**src/rtl/exp_shift_unit.sv**
```systemverilog
module exp_shift_unit #(
  parameter int IN_W  = 12,
  parameter int FRAC  = 8,
  parameter int BIAS1 = 245,
  parameter int BIAS2 = 240
) (
  input  logic              clk,
  input  logic              rst_n,
  input  logic              in_valid,
  input  logic              second_pass,
  input  logic [IN_W-1:0]   x_mag,
  input  logic [IN_W-1:0]   ln_mag,
  output logic              out_valid,
  output logic [FRAC+1:0]   out_val
);
  localparam int Q     = IN_W + 1;
  localparam int P_W   = Q + 1;
  localparam int IP_W  = P_W - FRAC;
  localparam int SH_W  = IP_W + 1;
  localparam int FIT_W = FRAC + 2;

  // stage 1: magnitude and carry-save constant multiply
  logic [Q-1:0]   mag;
  logic [P_W-1:0] a, b, f, cs_s, cs_c, prod;

  assign mag  = second_pass ? ({1'b0, x_mag} + {1'b0, ln_mag}) : {1'b0, x_mag};
  assign a    = {1'b0, mag};
  assign b    = a >> 1;
  assign f    = ~(a >> 4);
  assign cs_s = a ^ b ^ f;
  assign cs_c = ((a & b) | (a & f) | (b & f)) << 1;
  assign prod = cs_s + cs_c + P_W'(1);

  logic           v1, pass1;
  logic [P_W-1:0] prod_r;

  always_ff @(posedge clk) begin
    if (!rst_n) v1 <= 1'b0;
    else        v1 <= in_valid;
    prod_r <= prod;
    pass1  <= second_pass;
  end

  // stage 2: split into integer/fraction, linear fit
  logic [IP_W-1:0]  ip;
  logic [FRAC-1:0]  fr;
  logic [FRAC:0]    vnum;
  logic [FIT_W-1:0] bias, fit;
  logic [SH_W-1:0]  sh;

  assign ip   = prod_r[P_W-1:FRAC];
  assign fr   = prod_r[FRAC-1:0];
  assign vnum = {1'b1, {FRAC{1'b0}}} - {1'b0, fr};
  assign bias = pass1 ? FIT_W'(BIAS2) : FIT_W'(BIAS1);
  assign fit  = {1'b0, vnum} + bias;
  assign sh   = {1'b0, ip} + SH_W'(1);

  logic             v2;
  logic [FIT_W-1:0] fit_r;
  logic [SH_W-1:0]  sh_r;

  always_ff @(posedge clk) begin
    if (!rst_n) v2 <= 1'b0;
    else        v2 <= v1;
    fit_r <= fit;
    sh_r  <= sh;
  end

  // stage 3: right shift by -u with saturation to zero
  logic [FIT_W-1:0] shifted;
  assign shifted = (sh_r >= SH_W'(FIT_W)) ? '0 : (fit_r >> sh_r);

  always_ff @(posedge clk) begin
    if (!rst_n) out_valid <= 1'b0;
    else        out_valid <= v2;
    out_val <= shifted;
  end
endmodule

```
**config.mk**
```make
export PLATFORM = sky130hd
export DESIGN_NAME = exp_shift_unit
export DESIGN_NICKNAME = d
export VERILOG_FILES = /design/src/rtl/exp_shift_unit.sv
export SDC_FILE = /design/constraint.sdc
export NUM_CORES = 1
export LEC_CHECK = 0
export CAP_MARGIN = 25
export CORE_MARGIN = 1.5
export CORE_UTILIZATION = 50
export CTS_CLUSTER_SIZE = 8
export DETAILED_ROUTE_END_ITERATION = 16
export PLACE_DENSITY = 0.74
export SYNTH_ARGS = -nofsm -noshare
export SYNTH_HDL_FRONTEND = slang
export SYNTH_SLANG_ARGS = --single-unit
```
**constraint.sdc**
```tcl
create_clock -name clk -period 4 [get_ports clk]
set_input_delay 0.8 -clock clk [delete_from_list [all_inputs] [get_ports clk]]
set_output_delay 0.8 -clock clk [all_outputs]
set_load 0.03 [all_outputs]
```
==> impl_metrics.ini, run 1 <==
[route]
wl_per_cell_microns = 13.13
postRouteWirelength_mm = 6.974
drtIter0Drc = 61
drc = 0
dr_total_vias = 2779
drtPass1Iterations = 4
vias_per_cell = 5.234
ant_nets = 0

[logic_synthesis]
synth_top_cell_area_share_pct = 28.44
synthArstFlopShare_pct = 0
synthCells = 345
yosysSeqAreaShare_pct = 28.44
synth_cell_types = 52
yosys_warnings = 0
synth_seq_cells = 45
synth_area_sq_mm = 0.003168
synth.avg_cell_area_sq_um = 9.183
synth.largest_area_cell = dfxtp_1
synth_area_leaders = dfxtp_1, ha_1, fa_1
synth-main-ff-cell = dfxtp_1
synth_edf_count = 0
mappedNetlistNets = 417

[cts]
cts_buffer_depth = 2
cts_buffers = 5
cts.htree.levels = 2
cts_root_buf = clkbuf_8
clk_pin_slew_worst_paths_ps = 70
cts_tree = yes
clk_latency_ps = 290
cts.sinks = 45
ctsHoldBuffers = 0

[placement]
dp_hpwl_mm = 5.164
globalplace.congestion = 0.8436
postPlaceCellArea_sq_mm = 0.004104
port_buffers = 38

[pwr]
power_leakage_nw = 2.015
ir_drop_mv = 0.4873
power_density_mw_per_mm2 = 630.5

[timing]
final-max-slew-violation-count = 0
clock.fmax_mhz = 251.2
hold_viol = 0
worst_pin_slew_ps = 532.5
rsz0062_at_grt = yes
finalCritPeriodShare_pct = 99.52
fin_skew_ps = 7.838
layout_min_cycle_time_ps = 3981
whs_ps = 410.8
maxSlewHeadroom_pct = 64.45
setup_viol = 0
setup_tns_ps = 0

[global_routing]
grt_pass1_wl_mm = 11.41
grtUsageTotal_pct = 21.67
grt_max_degree = 16
antenna_found_initial = 0
first_global_vias = 2764
grt-ovfl-total = 0

[floorplanning]
die_w_microns = 82.60
num_io_pins = 39
initial_core_util_pct = 52.57
rows = 28
dieArea_sq_mm = 0.006823
coreArea_sq_mm = 0.006026
die_h_microns = 82.60

[setup_path]
cp_data_required_time_ps = 4220
cp_max_fo = 5
startpoint_type = input port
endpoint_kind = flip-flop
worstPathArrival_ps = 4200
worst-setup-path-type = in2reg

[cells_and_area]
fill_cells = 413
syn_to_final_growth_pct = 41.98
layout.cells.most_common_list = buf_4, dfxtp_1, nor2_1, inv_1, ha_1
antenna_cells = 0
fin_area_sq_mm = 0.004498
final_common_cell = buf_4
nets = 527
drive_gt1_share_pct = 29.82

[hold_path]
hold_class = reg2reg

[flow_run]
cap_viol_max_count = 0

[outcome]
outcome = complete, no violations
cell type report:
class | instances | area, sq um | area share [%]
Multi-Input combinational cell | 259 | 2367 | 52.63
Tap cell | 75 | 93.84 | 2.086
Sequential cell | 45 | 900.9 | 20.03
Clock buffer | 8 | 80.08 | 1.780
Inverter | 34 | 127.6 | 2.837
Timing Repair Buffer | 110 | 928.4 | 20.64
timing repair:
action	in CTS	in global routing
pin swaps	30	21
gates resized for setup	58	22
setup endpoints to repair	9	8
buffers inserted	12	3
synth_stat cells (all sizes together), types with 3 or more instances:
library cell  instances
a211oi                7
a21o                  8
a21oi                23
a31oi                 7
and2                  5
buf                   4
clkbuf                3
dfxtp                45
fa                   12
ha                   32
inv                  34
mux2                  6
mux2i                10
mux4                  3
nand2                11
nand2b                6
nand3                 5
nor2                 35
nor2b                 7
nor3                  9
nor3b                 3
o21a                  3
o21ai                12
or3                   4
xnor2                21
xor2                 11
critical path, stage by stage:
cell	delay, ps
buf_8	80
ha_4	120
inv_2	40
fa_2	380
nand2b_4	160
a21oi_4	180
o211ai_1	160
a21boi_1	190
nor3_1	60
o31a_1	310
fa_1	550
ha_4	220
a21o_1	170
a21o_1	200
a21oi_4	190
nand3_1	120
o21ai_2	130
xnor2_1	130
logic make-up (layout without fill, tap and decap cells):
kind of cell | after synthesis | in the layout | share of synthesized area (%)
and+or+nand+nor | 91 | 91 | 15.21
muxes | 19 | 19 | 7.425
DFF | 45 | 45 | 28.44
AOI/OAI and AO/OA | 73 | 73 | 14.61
xor gates and xnor gates | 32 | 32 | 8.847
adders and majority gates | 44 | 44 | 20.22
buffers and inverters | 41 | 152 | 5.252
flip-flops by register name, indices dropped and copies added, names as in the netlist:
name	cells
prod_r	14
v2	1
v1	1
sh_r	7
out_val	10
fit_r	10
out_valid	1
pass1	1
metal layers:
metal  track usage, %  up-vias  routed length (microns)
met5                0        -                        0
met4            8.833        0                      148
met3            2.747       14                      202
met2            44.80       61                     3916
met1            21.03     1293                     2706
li1                 -     1411                        -
per-stage QoR:
| stage | std cells | worst slack, ps | util, % | total power, mW |
|---|---|---|---|---|
| 2_1_floorplan | 345 | -10.24 | - | 1.932 |
| 5_1_grt | 531 | -116.2 | 74.65 | 3.067 |
| 3_5_place_dp | 508 | -813.3 | 68.11 | 2.410 |
| 6_report | 531 | 19.34 | 74.65 | 2.836 |
| 4_1_cts | 528 | 9.908 | 72.90 | 2.787 |
| 3_3_place_gp | 508 | -674.1 | 68.11 | 2.337 |
final timing paths:
check	depth (start not counted)	slack, ps	to	from
max	18	20	prod_r[13]	x_mag[0]
min	1	410	sh_r[0]	prod_r[8]
max reg2reg	9	1880	fit_r[7]	prod_r[0]
min reg2reg	1	410	sh_r[0]	prod_r[8]
power by group:
part,switching [mW],internal [mW]
Sequential,0.170,0.649
Clock,0.138,0.124
Combinational,0.835,0.920
No activity file was read; power rests on OpenSTA's default activity.
==> run 2: changes to the inputs <==
--- a/config.mk
+++ b/config.mk
@@ -8,7 +8,6 @@
 export CAP_MARGIN = 25
 export CORE_MARGIN = 1.5
 export CORE_UTILIZATION = 50
-export CTS_CLUSTER_SIZE = 8
 export DETAILED_ROUTE_END_ITERATION = 16
 export PLACE_DENSITY = 0.74
 export SYNTH_ARGS = -nofsm -noshare
==> results of run 2 <==
No change in the layout: final DEF, timing and power equal those of run 1.
